[config.mk]
export PLATFORM = sky130hd
export DESIGN_NAME = bm2p_master
export DESIGN_NICKNAME = d
export VERILOG_FILES = /design/src/rtl/bm2p_pkg.sv /design/src/rtl/bm2p_timeout.sv /design/src/rtl/bm2p_side.sv /design/src/rtl/bm2p_seq.sv /design/src/rtl/bm2p_master.sv
export SDC_FILE = /design/constraint.sdc
export NUM_CORES = 1
export LEC_CHECK = 0
export BUFFER_PORTS_ARGS = -buffer_cell sky130_fd_sc_hd__clkbuf_2
export CAP_MARGIN = 20
export CORE_UTILIZATION = 40
export CTS_CLUSTER_SIZE = 40
export DETAILED_ROUTE_END_ITERATION = 10
export GPL_TIMING_DRIVEN = 0
export HOLD_SLACK_MARGIN = 0.12
export MAX_ROUTING_LAYER = met4
export PLACE_DENSITY = 0.82
export SYNTH_ARGS = -nofsm -noshare
export SYNTH_HDL_FRONTEND = slang
export SYNTH_SLANG_ARGS = --single-unit
[constraint.sdc]
create_clock -name clk_i -period 2.1 [get_ports clk_i]
set_clock_uncertainty 0.1 [all_clocks]
set_input_delay 0 -clock clk_i [delete_from_list [all_inputs] [get_ports clk_i]]
set_output_delay 0 -clock clk_i [all_outputs]
set_load 0.005 [all_outputs]
[src/rtl/bm2p_pkg.sv]
package bm2p_pkg;
  typedef enum logic [1:0] {ST_IDLE = 2'd0, ST_START = 2'd1, ST_WAIT = 2'd2} state_e;
  typedef enum logic [1:0] {RSP_OK = 2'b00, RSP_KILL = 2'b01, RSP_TMO = 2'b10} rsp_e;
endpackage

[src/rtl/bm2p_timeout.sv]
module bm2p_timeout
  import bm2p_pkg::*;
#(
  parameter int TW = 8
) (
  input  logic          clk_i,
  input  logic          rst_ni,
  input  state_e        state_i,
  input  logic          ack_i,
  input  logic [TW-1:0] limit_i,
  output logic          expire_o
);
  logic [TW-1:0] cnt_q;
  logic          enabled;

  assign enabled  = (limit_i != '0);
  assign expire_o = (state_i == ST_WAIT) && enabled && !ack_i &&
                    (cnt_q == limit_i - TW'(1));

  always_ff @(posedge clk_i or negedge rst_ni) begin
    if (!rst_ni)                 cnt_q <= '0;
    else if (state_i != ST_WAIT) cnt_q <= '0;
    else                         cnt_q <= cnt_q + TW'(1);
  end

  // R7 (limit held stable during a transfer)
  tmo_bound_chk: assert property (@(posedge clk_i) disable iff (!rst_ni)
    (state_i == ST_WAIT && enabled) |-> (cnt_q < limit_i));
endmodule

[src/rtl/bm2p_side.sv]
module bm2p_side #(
  parameter int CW      = 32,
  parameter int ARB_LSB = 16
) (
  input  logic          clk_i,
  input  logic          rst_ni,
  input  logic          halt_i,
  input  logic [CW-1:0] ctrl_i,
  output logic          freeze_no,
  output logic [1:0]    arb_mode_o
);
  localparam int ArbMsb = ARB_LSB + 1;

  always_ff @(posedge clk_i or negedge rst_ni) begin
    if (!rst_ni) begin
      freeze_no  <= 1'b1;
      arb_mode_o <= 2'b00;
    end else begin
      freeze_no  <= !halt_i;
      arb_mode_o <= ctrl_i[ArbMsb:ARB_LSB];
    end
  end
endmodule

[src/rtl/bm2p_seq.sv]
module bm2p_seq
  import bm2p_pkg::*;
#(
  parameter int AW = 32,
  parameter int DW = 32
) (
  input  logic          clk_i,
  input  logic          rst_ni,
  input  logic          req_valid_i,
  input  logic          req_write_i,
  input  logic [AW-1:0] req_addr_i,
  input  logic [DW-1:0] req_wdata_i,
  input  logic          req_hit_i,
  input  logic          ack_i,
  input  logic [DW-1:0] rdata_i,
  input  logic          expire_i,
  output logic          req_ready_o,
  output state_e        state_o,
  output logic [AW-1:0] addr_o,
  output logic          write_o,
  output logic [DW-1:0] wdata_o,
  output logic          hit_o,
  output logic          rsp_valid_o,
  output logic [1:0]    rsp_status_o,
  output logic [DW-1:0] rsp_rdata_o
);
  state_e        state_q;
  logic [AW-1:0] addr_q;
  logic [DW-1:0] wdata_q;
  logic          write_q, hit_q;

  assign req_ready_o = (state_q == ST_IDLE);
  assign state_o     = state_q;
  assign addr_o      = addr_q;
  assign wdata_o     = wdata_q;
  assign hit_o       = hit_q;
  assign write_o     = write_q && (state_q != ST_IDLE);

  always_ff @(posedge clk_i or negedge rst_ni) begin
    if (!rst_ni) begin
      state_q      <= ST_IDLE;
      addr_q       <= '0;
      wdata_q      <= '0;
      write_q      <= 1'b0;
      hit_q        <= 1'b0;
      rsp_valid_o  <= 1'b0;
      rsp_status_o <= RSP_OK;
      rsp_rdata_o  <= '0;
    end else begin
      rsp_valid_o <= 1'b0;
      unique case (state_q)
        ST_IDLE: if (req_valid_i) begin
          addr_q  <= req_addr_i;
          wdata_q <= req_wdata_i;
          write_q <= req_write_i;
          hit_q   <= req_hit_i;
          state_q <= ST_START;
        end
        ST_START: begin
          // ack in the start phase is not part of the handshake
          if (hit_q) begin
            state_q      <= ST_IDLE;
            rsp_valid_o  <= 1'b1;
            rsp_status_o <= RSP_KILL;
          end else begin
            state_q <= ST_WAIT;
          end
        end
        ST_WAIT: begin
          if (ack_i) begin
            state_q      <= ST_IDLE;
            rsp_valid_o  <= 1'b1;
            rsp_status_o <= RSP_OK;
            rsp_rdata_o  <= rdata_i;
          end else if (expire_i) begin
            state_q      <= ST_IDLE;
            rsp_valid_o  <= 1'b1;
            rsp_status_o <= RSP_TMO;
          end
        end
        default: state_q <= ST_IDLE;
      endcase
    end
  end


  start_one_cycle_chk: assert property (@(posedge clk_i) disable iff (!rst_ni)
    (state_q == ST_START) |=> (state_q != ST_START));

  wait_hold_chk: assert property (@(posedge clk_i) disable iff (!rst_ni)
    (state_q == ST_WAIT && !ack_i && !expire_i) |=>
      (state_q == ST_WAIT && !rsp_valid_o && $stable(addr_o) && $stable(wdata_o)));

  ack_done_chk: assert property (@(posedge clk_i) disable iff (!rst_ni)
    (state_q == ST_WAIT && ack_i) |=>
      (rsp_valid_o && rsp_status_o == RSP_OK && rsp_rdata_o == $past(rdata_i) && req_ready_o));

  kill_exit_chk: assert property (@(posedge clk_i) disable iff (!rst_ni)
    (state_q == ST_START && hit_q) |=>
      (state_q == ST_IDLE && rsp_valid_o && rsp_status_o == RSP_KILL));
endmodule

[src/rtl/bm2p_master.sv]
module bm2p_master
  import bm2p_pkg::*;
#(
  parameter int AW      = 32,
  parameter int DW      = 32,
  parameter int TW      = 8,
  parameter int CW      = 32,
  parameter int ARB_LSB = 16
) (
  input  logic          clk_i,
  input  logic          rst_ni,
  input  logic          req_valid_i,
  output logic          req_ready_o,
  input  logic          req_write_i,
  input  logic [AW-1:0] req_addr_i,
  input  logic [DW-1:0] req_wdata_i,
  input  logic          req_hit_i,
  output logic          rsp_valid_o,
  output logic [1:0]    rsp_status_o,
  output logic [DW-1:0] rsp_rdata_o,
  input  logic [TW-1:0] tmo_limit_i,
  output logic [AW-1:0] bus_addr_o,
  output logic          bus_write_o,
  output logic [DW-1:0] bus_wdata_o,
  input  logic [DW-1:0] bus_rdata_i,
  output logic          bus_start_no,
  output logic          bus_kill_no,
  input  logic          bus_ack_i,
  input  logic          halt_i,
  input  logic [CW-1:0] ctrl_i,
  output logic          freeze_no,
  output logic [1:0]    arb_mode_o
);
  state_e state;
  logic   hit, expire;

  bm2p_seq #(.AW(AW), .DW(DW)) seq_i (
    .clk_i, .rst_ni,
    .req_valid_i, .req_write_i, .req_addr_i, .req_wdata_i, .req_hit_i,
    .ack_i(bus_ack_i), .rdata_i(bus_rdata_i), .expire_i(expire),
    .req_ready_o, .state_o(state),
    .addr_o(bus_addr_o), .write_o(bus_write_o), .wdata_o(bus_wdata_o),
    .hit_o(hit),
    .rsp_valid_o, .rsp_status_o, .rsp_rdata_o
  );

  bm2p_timeout #(.TW(TW)) tmo_i (
    .clk_i, .rst_ni, .state_i(state), .ack_i(bus_ack_i),
    .limit_i(tmo_limit_i), .expire_o(expire)
  );

  bm2p_side #(.CW(CW), .ARB_LSB(ARB_LSB)) side_i (
    .clk_i, .rst_ni, .halt_i, .ctrl_i, .freeze_no, .arb_mode_o
  );

  assign bus_start_no = !(state == ST_START);
  assign bus_kill_no  = !(state == ST_START && hit);


  kill_qual_chk: assert property (@(posedge clk_i) disable iff (!rst_ni)
    !bus_kill_no |-> !bus_start_no);

  start_pulse_chk: assert property (@(posedge clk_i) disable iff (!rst_ni)
    !bus_start_no |=> bus_start_no);

  busy_after_start_chk: assert property (@(posedge clk_i) disable iff (!rst_ni)
    (!bus_start_no && bus_kill_no) |=> (!req_ready_o && !rsp_valid_o));
endmodule

; ---- After elaboration in Yosys (flattened, before gate mapping)
; Index checks and enable logic that the tools add are counted.
[totals]
register_bits = 114
latchBits = 0
ramBits = 0
mem_bits_ro = 0
in_bits = 143
elab_cells = 51
memories = 0
[classes]
addsub = 2
mul = 0
n_div = 0
magnitude_cmp = 0
eq_ne = 7
shift = 0
n_mux = 14
n_bitwise = 0
reduce_logical = 17
[op_table]
columns = operator, count
row1 = $mux W2, 7
row2 = $add A8 B1 Y8 const B, 1
row3 = $eq A8 B8 Y1, 1
row4 = $mux W8, 1
row5 = $reduce_bool A8 Y1, 1
row6 = $sub A8 B1 Y8 const B, 1
row7 = $pmux W2 S3, 1
row8 = $reduce_and A2 Y1, 3
row9 = $logic_and A1 B1 Y1, 5
row10 = $logic_not A1 Y1, 4
row11 = $ne A2 B2 Y1 const B, 2
row12 = $pmux W2 S2, 1
row13 = $reduce_bool A2 Y1, 2
row14 = $mux W1, 3
row15 = $ne A3 B3 Y1 const B, 1
row16 = $reduce_and A3 Y1, 1
row17 = $eq A2 B1 Y1 const B, 1
row18 = $eq A2 B2 Y1 const B, 1
row19 = $logic_not A2 Y1, 1
row20 = $ne A2 B1 Y1 const B, 1
row21 = $pmux W1 S2, 1

; ---- Longest topological paths before layout
[depth]
ltp_word = 7
ltp_mapped = 7
depth_no_buf = 7

; ---- Hierarchy
; From an unflattened synthesis, not the netlist that was laid out.
[hier_totals]
hier_cells = 323
area_unflattened_um2 = 4911.0
[modules_own_cells]
columns = mod, n_inst, cells_per_inst, area_per_inst_um2
row1 = bm2p_seq, 1, 245, 4150.2
row2 = bm2p_timeout, 1, 72, 666.9
row3 = bm2p_side, 1, 4, 80.1
row4 = bm2p_master, 1, 2, 13.8

; ---- Worst setup path after synthesis
; OpenSTA, ideal clock, no wires.
[synth_timing]
kind = flip-flop to flip-flop
from = register seq_i.state_q[0], in the netlist seq_i.state_o[0]
to = register seq_i.addr_q[0], in the netlist seq_i.addr_o[0]
setup_ns = 0.125
t_arrival_ns = 1.774
required_ns = 1.875
slack_ns = 0.102
stages_incl_launch_ff = 7
path_buffers = 2
path_cell_list = dfrtp_1 > inv_1 > ha_1 > nand2_1 > clkbuf_1 > clkbuf_1 > mux2_2
[synth_via]
elab_chain_cells = 2
[synth_rtl]
columns = item, line_no
row1 = "start, declared", bm2p_seq.sv:27  ; state_e state_q;
row2 = "start signal, assigned", bm2p_seq.sv:41  ; state_q <= ST_IDLE;
row3 = "start signal, assigned", bm2p_seq.sv:57  ; state_q <= ST_START;
row4 = "start signal, assigned", bm2p_seq.sv:62  ; state_q <= ST_IDLE;
row5 = $logic_not A2 Y1, -
row6 = via req_ready_o, bm2p_master.sv:13  ; output logic req_ready_o,
row7 = $reduce_and A2 Y1 (no line), -
row8 = "end signal, assigned", bm2p_seq.sv:53  ; addr_q <= req_addr_i;
row9 = "end, declared", bm2p_seq.sv:28  ; logic [AW-1:0] addr_q;
; The timed path passes the listed nets, and every way through them passes these cells.
; A chain may end at the register's enable or synchronous reset.

; ---- Final worst setup path
[layout_timing]
from = input port tmo_limit_i[5]
to = register seq_i.rsp_status_o[0]
[layout_via]
elab_chain_cells = 6
word_cells_on_any_way = 8
cone_classes = add/sub: 1 / eq/ne: 2 / reduce/logical: 5
[layout_rtl]
columns = item, line_no
row1 = "start, declared", bm2p_master.sv:21  ; input logic [TW-1:0] tmo_limit_i,
row2 = branches (longest 3 deep; another with $sub A8 B1 Y8), -
row3 = $logic_and A1 B1 Y1 *, bm2p_timeout.sv:17  ; assign expire_o = (state_i == ST_WAIT) && enabled && !ack_i &&
row4 = $ne A3 B3 Y1 (no line) *, -
row5 = $reduce_and A3 Y1 (no line) *, -
row6 = "end signal, assigned", bm2p_seq.sv:47  ; rsp_status_o <= RSP_OK;
row7 = "end signal, assigned", bm2p_seq.sv:64  ; rsp_status_o <= RSP_KILL;
row8 = "end signal, assigned", bm2p_seq.sv:73  ; rsp_status_o <= RSP_OK;
row9 = "end, declared", bm2p_seq.sv:24  ; output logic [1:0] rsp_status_o,
; Every way passes the cells marked *.

==> reports/results.ini <==
[placed_design]
gp_congestion=0.8303
place_hpwl_um=7861
dpl_cell_area_mm2=0.005946
io_buffers=218

[floorplan]
fp-row-count=39
die_x_um=110.0
core-area_mm2=0.01137
die-height_um=110.0
die-area_mm2=0.01210
start_util_pct=41.05
ios=249

[synth]
syn_avg_cell_area_um2=14.82
synth_compound_area_share_pct=2.440
ys_ff_latch=114
synthAdderAreaFrac_pct=1.609
synthArstFlopShare_pct=100.0
syn_area_mm2=0.004667
syn-num-nets=464
synthCells=315
synth_simple_gate_area_share_pct=6.622
synth_top_family_by_area=multiplexers
synth_edf_count=0
synth_cell_types=43
synthXorXnorAreaFrac_pct=2.627
synthMuxAreaShare_pct=23.86
yosys_warnings=0
synth-seq-area-share_pct=61.15
ys.flop_type=dfrtp_1

[drt]
wl_um=13440
final_antenna_net_count=0
drt_iter0_drc=196
viasPerCell=4.854
drc_errors=0
post_drt_wl_per_cell_um=16.48
num_vias=3961
first_pass_iters=4

[hold_path]
hold_class=in2async

[grt]
antenna_found_initial=0
grt_pass1_vias=4214
grt_remaining_overflow=0
track_usage_pct=22.45
grt_pass1_wl_um=19490
grt_max_degree=115

[pwr]
cellPowerDensity_mw_per_mm2=1296
power_frac_comb_pct=34.0
p_seq_share_pct=38.1
switching_share_pct=29.63
ir_drop_uv=943.2
switching_power_uw=2940
p_clk_share_pct=27.9
p_leak_uw=0.003756
internal_power_uw=6983

[critical_path]
worstPathMaxFanout=3
endpoint_kind=register
critPathArrivalTime_ns=2.19
critPathRequiredTime_ns=2.29
worst-setup-path-type=in2reg
start_kind=primary input

[finish]
drive_above_1_share_pct=54.98
stdcell_area_mm2=0.007659
fin_nets=810
synthToLayoutAreaGrowth_pct=64.10
diodes=0

[clock_tree]
cts_setup_buffers=0
clk_latency_ns=0.41
htreeDepth=4
cts_tree=built
cts_sinks=114
path_clk_slew_ns=0.05
cts_buffers=17
cts_root_buf=clkbuf_16
cts_max_path_buffers=2

[sta]
max_slew_margin_pct=39.29
hold_viol=0
rsz0062_at_grt=no
post-route-period-util_pct=95.33
drv_slew=0
period_needed_ns=2.002
fin_setup_tns_ns=0
tightest_slew_ns=0.9106
timing.fmax_mhz=499.5
setup_viol=0

[status]
status=complete, no violations

[flow_run]
cap_violations=0

synthesized netlist by cell type (2+ instances only):
| library cell | n | area [um2] |
|---|---|---|
| dfrtp_1 | 113 | 2828 |
| mux2_2 | 98 | 1104 |
| xnor2_1 | 10 | 87.58 |
| inv_1 | 8 | 30.03 |
| and2_1 | 7 | 43.79 |
| clkbuf_1 | 7 | 26.28 |
| ha_1 | 6 | 75.07 |
| nand3_1 | 6 | 30.03 |
| nor2b_1 | 5 | 31.28 |
| a21oi_1 | 4 | 20.02 |
| nand2_1 | 4 | 15.01 |
| xor2_1 | 4 | 35.03 |
| a31oi_1 | 3 | 18.77 |
| buf_1 | 3 | 11.26 |
| nor2_1 | 3 | 11.26 |
| nor3_1 | 3 | 15.01 |
| o21ai_0 | 3 | 15.01 |
| a21boi_0 | 2 | 15.01 |
| and3_1 | 2 | 12.51 |
worst paths after layout:
check	from	end	slack [ns]	depth (start not counted)
worst max-delay path	tmo_limit_i[5]	seq_i.rsp_status_o[0]	0.1	7
worst min-delay path	rst_ni	seq_i.addr_o[15]	0.15	2
worst max register to register	seq_i.state_o[0]	seq_i.addr_o[15]	0.13	6
worst min register to register	seq_i.addr_o[30]	seq_i.addr_o[30]	0.40	1
max in group asynchronous	rst_ni	seq_i.rsp_rdata_o[17]	1.08	2
min in group clk_i	tmo_limit_i[0]	seq_i.rsp_valid_o	0.16	6
stage by stage:
step / util [%] / total power (uW) / cells / hold slack [ns] / worst slack [ns]
2_1_floorplan: - / 5341 / 315 / -0.3956 / 0.1017
3_3_place_gp: 52.22 / 6729 / 676 / 0.008297 / -0.5917
3_5_place_dp: 52.29 / 6906 / 676 / 0.009968 / -0.3723
4_1_cts: 67.03 / 9880 / 816 / 0.1203 / 0.01929
5_1_grt: 67.36 / 10450 / 816 / 0.1525 / 0.006980
6_report: 67.36 / 9923 / 816 / 0.1515 / 0.09813
flip-flops by register name, indices dropped and copies added, names as in the netlist, 2 cells and up:
register and cells:
tmo_i.cnt_q 8, seq_i.addr_o 32, seq_i.state_o 2, seq_i.rsp_status_o 2
side_i.arb_mode_o 2, seq_i.rsp_rdata_o 32, seq_i.wdata_o 32
cells by family (layout without fill, tap and decap cells):
logic type | after synthesis | after routing
and+or+nand+nor | 46 | 46
adders and majority gates | 6 | 6
xor gates and xnor gates | 14 | 14
muxes | 99 | 99
buffers and inverters | 19 | 377
AOI/OAI and AO/OA | 17 | 17
DFF | 114 | 114
final cells by class:
type / count / area (um2)
clock buffers: 20 / 456.7
plain buffers: 11 / 68.82
clock inverters: 11 / 112.6
fillers: 774 / 3711
repair buffers: 327 / 2191
inverters: 8 / 30.03
well taps: 143 / 178.9
multi-input cells: 182 / 1767
flip-flops and latches: 114 / 2854
power by group through the flow:
stage                     combinational, uW  clock (uW)  sequential, uW
after floorplan                        1550           0            3790
after global placement                 3030           0            3690
after detailed placement               3140           0            3760
after CTS                              3330        2810            3740
after global routing                   3660        2900            3890
final                                  3370        2770            3780
per-layer routing:
metal	up-vias	track usage (%)	part of all wire, %
met1	1940	22.63	37
met4	0	13.05	4.0
met3	42	5.350	5.5
met5	-	-	0
li1	1803	-	-
met2	176	39.64	54
critical path, stage by stage:
cell           delay, ns
dlygate4sd3_1       0.54
clkbuf_2            0.14
or4_4               0.51
or3_4               0.42
nand2_2             0.09
nand4_2             0.13
a221o_1             0.37
placed cells by master (no fill, tap or decap), types with 2 or more instances in the layout:
cell and count:
buf_2 3, nand2_1 4, clkinv_2 6, nand3_1 6
clkbuf_2 218, a31oi_1 2, mux2_2 98, bufinv_16 2
xor2_1 4, o21ai_0 3, dfrtp_1 113, and3_1 2
clkbuf_1 3, clkbuf_16 17, ha_1 6, a21oi_1 4
clkbuf_8 3, xnor2_1 10, a21boi_0 2, nor2b_1 5
and2_1 7, inv_1 8, clkinvlp_4 3, clkbuf_4 4
dlygate4sd3_1 109, nor2_1 3, nor3_1 2
timing repair:
action,4_1_cts,5_1_grt
hold buffers,109,0
hold endpoints to repair,220,0
setup endpoints to repair,71,43
gates resized for setup,9,12
pin swaps,0,1
Power figures use the tool's default switching activity.
